==> config.mk <==
export PLATFORM = sky130hd
export DESIGN_NAME = rtc_divider
export DESIGN_NICKNAME = d
export VERILOG_FILES = /design/src/rtl/rtc_divider_pkg.sv /design/src/rtl/rtc_ctrl_reg.sv /design/src/rtl/rtc_div_chain.sv /design/src/rtl/rtc_rate_tap.sv /design/src/rtl/rtc_uip_gen.sv /design/src/rtl/rtc_divider.sv
export SDC_FILE = /design/constraint.sdc
export NUM_CORES = 1
export LEC_CHECK = 0
export ABC_AREA = 0
export BUFFER_PORTS_ARGS = -buffer_cell sky130_fd_sc_hd__clkbuf_2
export CAP_MARGIN = 20
export CORE_MARGIN = 5
export CORE_UTILIZATION = 64
export CTS_CLUSTER_DIAMETER = 200
export CTS_CLUSTER_SIZE = 28
export DETAILED_ROUTE_END_ITERATION = 10
export GPL_TIMING_DRIVEN = 0
export HOLD_SLACK_MARGIN = 0.06
export PLACE_DENSITY = 0.86
export SLEW_MARGIN = 20
export SYNTH_ARGS = -nofsm -noshare
export SYNTH_HDL_FRONTEND = slang
export SYNTH_SLANG_ARGS = --single-unit
==> constraint.sdc <==
create_clock -name clk -period 9.4 [get_ports clk]
set_input_delay 0.94 -clock clk [delete_from_list [all_inputs] [get_ports clk]]
set_output_delay 0.94 -clock clk [all_outputs]
set_load 0.02 [all_outputs]
==> src/rtl/rtc_divider_pkg.sv <==
package rtc_divider_pkg;

  typedef enum logic [2:0] {
    CH_STOP,
    CH_RUN,
    CH_SKIP1,
    CH_SKIP2,
    CH_SKIP3,
    CH_HOLD
  } chain_mode_e;

  // rate codes that alias onto slower taps (low-bit widths)
  localparam logic [3:0] ALIAS1_WIDTH = 4'd7;
  localparam logic [3:0] ALIAS2_WIDTH = 4'd8;

  function automatic chain_mode_e decode_mode(input logic [2:0] fld);
    chain_mode_e m;
    case (fld)
      3'b010:         m = CH_RUN;
      3'b011:         m = CH_SKIP1;
      3'b100:         m = CH_SKIP2;
      3'b101:         m = CH_SKIP3;
      3'b110, 3'b111: m = CH_HOLD;
      default:        m = CH_STOP;
    endcase
    return m;
  endfunction

  // number of low chain bits that must be zero for a periodic event; 0 = off
  function automatic logic [3:0] tap_width(input logic [3:0] code);
    logic [3:0] w;
    case (code)
      4'd0:    w = 4'd0;
      4'd1:    w = ALIAS1_WIDTH;
      4'd2:    w = ALIAS2_WIDTH;
      default: w = code - 4'd1;
    endcase
    return w;
  endfunction

endpackage

==> src/rtl/rtc_ctrl_reg.sv <==
module rtc_ctrl_reg (
  input  logic       clk,
  input  logic       we,
  input  logic [6:0] wdata,
  output logic [2:0] mode_fld,
  output logic [3:0] rate_code
);

  logic [6:0] ctl_q;
  logic [6:0] ctl_d;

  // no reset: contents survive system reset
  always_comb begin
    ctl_d = ctl_q;
    if (we) ctl_d = wdata;
  end

  always_ff @(posedge clk) begin
    ctl_q <= ctl_d;
  end

  assign mode_fld  = ctl_q[6:4];
  assign rate_code = ctl_q[3:0];

endmodule

==> src/rtl/rtc_div_chain.sv <==
module rtc_div_chain
  import rtc_divider_pkg::*;
#(
  parameter int STAGES   = 15,
  parameter int SKIP_STP = 5
) (
  input  logic              clk,
  input  logic              rst_n,
  input  logic              osc_en,
  input  chain_mode_e       mode,
  output logic [STAGES-1:0] cnt,
  output logic [STAGES-1:0] cnt_nxt,
  output logic              adv,
  output logic              carry
);

  localparam int SUM_W = STAGES + 1;
  localparam logic [STAGES-1:0] MID = STAGES'(1) << (STAGES - 1);

  logic [STAGES-1:0] cnt_q;
  logic [STAGES-1:0] cnt_d;
  logic [SUM_W-1:0]  step;
  logic [SUM_W-1:0]  sum;

  // skipping k stages equals adding 2^k per oscillator cycle
  always_comb begin
    case (mode)
      CH_RUN:   step = SUM_W'(1);
      CH_SKIP1: step = SUM_W'(1) << SKIP_STP;
      CH_SKIP2: step = SUM_W'(1) << (2 * SKIP_STP);
      CH_SKIP3: step = SUM_W'(1) << (3 * SKIP_STP);
      default:  step = '0;
    endcase
  end

  assign sum   = {1'b0, cnt_q} + step;
  assign adv   = osc_en && (step != '0);
  assign carry = adv && sum[STAGES];

  always_comb begin
    cnt_d = cnt_q;
    if (mode == CH_HOLD) cnt_d = MID;
    else if (adv)        cnt_d = sum[STAGES-1:0];
  end

  always_ff @(posedge clk or negedge rst_n) begin
    if (!rst_n) cnt_q <= '0;
    else        cnt_q <= cnt_d;
  end

  assign cnt     = cnt_q;
  assign cnt_nxt = sum[STAGES-1:0];

endmodule

==> src/rtl/rtc_rate_tap.sv <==
module rtc_rate_tap
  import rtc_divider_pkg::*;
#(
  parameter int STAGES = 15
) (
  input  logic [3:0]        rate_code,
  input  logic              adv,
  input  logic [STAGES-1:0] cnt_nxt,
  output logic              fire
);

  logic [3:0]        width;
  logic [STAGES-1:0] mask;

  assign width = tap_width(rate_code);
  assign mask  = (STAGES'(1) << width) - STAGES'(1);
  assign fire  = adv && (width != 4'd0) && ((cnt_nxt & mask) == '0);

endmodule

==> src/rtl/rtc_uip_gen.sv <==
module rtc_uip_gen
  import rtc_divider_pkg::*;
#(
  parameter int STAGES = 15,
  parameter int LEAD   = 17,
  parameter int WIN    = 8
) (
  input  logic              clk,
  input  logic              rst_n,
  input  logic              osc_en,
  input  chain_mode_e       mode,
  input  logic [STAGES-1:0] cnt,
  input  logic              carry,
  output logic              uip
);

  localparam int WIN_W = $clog2(WIN + 1);
  localparam logic [STAGES-1:0] LEAD_AT = STAGES'((1 << STAGES) - LEAD);

  logic [WIN_W-1:0] win_q;
  logic [WIN_W-1:0] win_d;

  always_comb begin
    win_d = win_q;
    if (mode == CH_HOLD)
      win_d = '0;
    else if (carry)
      win_d = WIN_W'(WIN);
    else if (osc_en && (mode != CH_STOP) && (win_q != '0))
      win_d = win_q - WIN_W'(1);
  end

  always_ff @(posedge clk or negedge rst_n) begin
    if (!rst_n) win_q <= '0;
    else        win_q <= win_d;
  end

  assign uip = ((mode == CH_RUN) && (cnt >= LEAD_AT)) || (win_q != '0);

endmodule

==> src/rtl/rtc_divider.sv <==
module rtc_divider
  import rtc_divider_pkg::*;
#(
  parameter int STAGES   = 15,
  parameter int SKIP_STP = 5,
  parameter int UIP_LEAD = 17,
  parameter int UPD_WIN  = 8
) (
  input  logic       clk,
  input  logic       rst_n,
  input  logic       osc_en,
  input  logic       ctl_we,
  input  logic [7:0] ctl_wdata,
  output logic [7:0] ctl_rdata,
  input  logic       per_irq_en,
  output logic       per_flag,
  output logic       per_irq,
  output logic       upd_tick
);

  logic [2:0]        mode_fld;
  logic [3:0]        rate_code;
  chain_mode_e       mode;
  logic [STAGES-1:0] cnt;
  logic [STAGES-1:0] cnt_nxt;
  logic              adv;
  logic              carry;
  logic              fire;
  logic              uip;
  logic              tick_q, tick_d;
  logic              flag_q, flag_d;
  logic              wr_status_unused;

  assign wr_status_unused = ctl_wdata[7];

  rtc_ctrl_reg u_ctl (
    .clk       (clk),
    .we        (ctl_we),
    .wdata     (ctl_wdata[6:0]),
    .mode_fld  (mode_fld),
    .rate_code (rate_code)
  );

  assign mode = decode_mode(mode_fld);

  rtc_div_chain #(.STAGES(STAGES), .SKIP_STP(SKIP_STP)) u_chain (
    .clk     (clk),
    .rst_n   (rst_n),
    .osc_en  (osc_en),
    .mode    (mode),
    .cnt     (cnt),
    .cnt_nxt (cnt_nxt),
    .adv     (adv),
    .carry   (carry)
  );

  rtc_rate_tap #(.STAGES(STAGES)) u_tap (
    .rate_code (rate_code),
    .adv       (adv),
    .cnt_nxt   (cnt_nxt),
    .fire      (fire)
  );

  rtc_uip_gen #(.STAGES(STAGES), .LEAD(UIP_LEAD), .WIN(UPD_WIN)) u_uip (
    .clk    (clk),
    .rst_n  (rst_n),
    .osc_en (osc_en),
    .mode   (mode),
    .cnt    (cnt),
    .carry  (carry),
    .uip    (uip)
  );

  always_comb begin
    tick_d = carry;
    flag_d = fire;
  end

  always_ff @(posedge clk or negedge rst_n) begin
    if (!rst_n) begin
      tick_q <= 1'b0;
      flag_q <= 1'b0;
    end else begin
      tick_q <= tick_d;
      flag_q <= flag_d;
    end
  end

  assign upd_tick  = tick_q;
  assign per_flag  = flag_q;
  assign per_irq   = flag_q & per_irq_en;
  assign ctl_rdata = {uip, mode_fld, rate_code};

endmodule

==> qor.yml <==
status:
  status: "finished, final reports clean"
finish:
  layout-drive-gt1-share_pct: 18.7
  finalNonFillerCells: 347
  layout_commonest_cell: "nand2_1"
  syn_to_final_growth_pct: 9.55
  final_net_count: 324
  n_antenna_cell: 0
  final_cell_mix: "28 x nand2_1, 22 x o21ai_0, 22 x clkbuf_2"
  nFillCells: 292
timing:
  fin_tns_setup_ns: 0
  fin_skew_ns: 0.00396
  fmax_mhz: 263
  rsz0062_at_grt: "false"
  post-route-min-period_ns: 3.80
  fin_crit_sh_pct: 40.5
  slew_viol_final: 0
  max_slew_margin_pct: 63.2
  setup_viol: 0
  hold_violations: 0
  worst_slew_pin_slew_ns: 0.552
setup_path:
  cp-start-kind: "register"
  cp_cell_sequence: "inv_1 -> ha_1 -> nor2b_1 -> a211oi_4 -> o211ai_2 -> or2_2 -> ha_1 -> clkbuf_1 -> nor2b_1 -> a32oi_2 -> nor2_1 -> a2111o_1 -> nor3_2"
  cp_max_fo: 10
  critical_path_required_ns: 9.61
  crit_path_end_kind: "register"
  worstSetupPathType: "register to register"
  critPathArrivalTime_ns: 4.01
  crit_path_top_delay_cell: "edfxtp_1"
  cpPeakStageDelay_ns: 0.56
drt:
  vias: 2156
  ant_nets: 0
  dr.pass1.iters: 5
  drt-initial-drc-count: 146
  routed_wl_um: 5370
  drc_errors: 0
  post_drt_wl_per_cell_um: 15.5
  via_per_inst: 6.21
synth:
  yosys_warnings: 0
  synth_cells: 273
  synth.yosys.seq_area_share_pct: 31.2
  ys.flop_type: "dfrtp_1"
  syn_area_um2: 2360
  async_flop_share_pct: 75.0
  synth_top_area_share_pct: 22.3
  ys_seq_elements: 28
  synth.avg_cell_area_um2: 8.63
  synth_top_area_cell: "dfrtp_1"
  synth_top_cells_by_area: "dfrtp_1 22%, edfxtp_1 8.9%, ha_1 5.8%"
  synth_cell_type_count: 70
  synth_edf_count: 7
  syn_nets: 297
floorplan:
  die_y_um: 70.7
  ioPinCount: 24
  rows: 22
  initial_core_util_pct: 65.4
  core_um2: 3610
  die_w_um: 70.7
  dieArea_um2: 5000
cts:
  cts_tree: "yes"
  post_cts_buffers: 0
  h-tree-depth: 1
  clock_path_buffers: 2
  path_clk_slew_ns: 0.10
  clock_latency_ns: 0.28
  cts_resized: 0
  cts_root_buffer: "clkbuf_8"
  hold_buffers: 0
  clkSinkCount: 28
  cts_made_buffers: 3
grt:
  antenna_found_initial: 0
  overflow: 0
  grt_pass1_vias: 2029
  grt_max_degree: 22
  grt_use_total_pct: 22.3
  grt_first_pass_wirelength_um: 9240
pwr:
  power_leakage_nw: 1.09
  powerDensity_nw_per_um2: 150
  total_power_w: 0.000387
  irDropWorstVdd_v: 0.000101
placed_design:
  portBuffers: 22
  dp_cells: 343
  place_hpwl_um: 4110
  gp_congestion: 0.891
job:
  drv_cap: 0
min_path:
  worstHoldPathType: "register to register"
kinds of logic (layout without fill, tap and decap cells):
| family | Yosys count | count (layout) | synth area share [%] |
|---|---|---|---|
| compound gates | 82 | 82 | 25.8 |
| xor+xnor | 18 | 18 | 6.69 |
| fa+ha+maj | 12 | 12 | 6.26 |
| buf+inv | 20 | 46 | 4.83 |
| flops | 28 | 28 | 31.2 |
| mux | 1 | 1 | 0.425 |
| simple gates | 112 | 112 | 24.7 |
registers in the layout, indices dropped and copies added, names as in the netlist:
register	flops
per_flag	1
u_ctl.ctl_q	7
upd_tick	1
u_chain.cnt	15
u_uip.win_q	4
stage by stage:
| step | area (um2) | utilization, % | worst slack (ns) | hold slack, ns |
|---|---|---|---|---|
| after floorplan | 2360 | - | 5.97 | 0.487 |
| after global placement | 2530 | 70.1 | 5.75 | 0.515 |
| after detailed placement | 2530 | 70.1 | 5.64 | 0.514 |
| after CTS | 2580 | 71.6 | 5.63 | 0.530 |
| after global routing | 2580 | 71.6 | 5.40 | 0.552 |
| final | 2580 | 71.6 | 5.60 | 0.533 |
cell type report:
class	count	area (um2)	area share, %
Buffer	13	87.6	3.39
Clock buffer	4	55.1	2.13
Inverter	7	26.3	1.02
Multi-Input combinational cell	225	1510	58.4
Sequential cell	28	736	28.5
Tap cell	48	60.1	2.33
Timing Repair Buffer	22	110	4.26
Yosys cell counts, types with 3 or more instances:
cell and number:
a21o_1 3, nor3_1 7, o21ai_0 22, o21ai_1 3
clkbuf_1 5, dfrtp_1 21, and2_1 7, inv_1 7
o31ai_1 6, buf_4 3, nor2b_1 9, nand2_1 28
and3_1 3, nand3_1 14, or2_2 3, a21oi_1 11
ha_1 11, xnor2_1 13, a22o_1 3, nor2_1 20
edfxtp_1 7, o21a_1 3, xor2_1 5, nand2b_1 5
per-layer routing:
metal	wire (um)	vias up	track usage, %
li1	-	1052	-
met1	2490	1029	31.4
met2	2580	68	37.2
met3	256	7	2.84
met4	51	0	3.76
met5	0	-	0
final timing paths:
check	cells after the start	slack, ns	startpoint	endpoint
worst max-delay path	13	5.60	u_ctl.ctl_q[0]	per_flag
worst min-delay path	1	0.53	u_chain.cnt[12]	u_chain.cnt[12]
worst max register to register	13	5.60	u_ctl.ctl_q[0]	per_flag
worst min register to register	1	0.53	u_chain.cnt[12]	u_chain.cnt[12]
max in group asynchronous	1	8.40	rst_n	u_chain.cnt[4]
min in group asynchronous	1	0.62	rst_n	u_chain.cnt[7]
worst max-delay path, delay by kind of cell, from the launching register on:
family / cells / cell delay [ns]
flip-flops: 1 / 0.56
buffers and inverters: 2 / 0.37
AND/OR/NAND/NOR: 5 / 0.99
adder cells (fa/ha/maj): 2 / 0.49
AO/OA/AOI/OAI: 4 / 1.30
power breakdown:
group	switching, W	internal [W]
clock network	0.0000397	0.0000376
registers	0.0000160	0.000141
logic	0.0000890	0.0000643
total	0.000145	0.000242
Power figures use the tool's default switching activity.
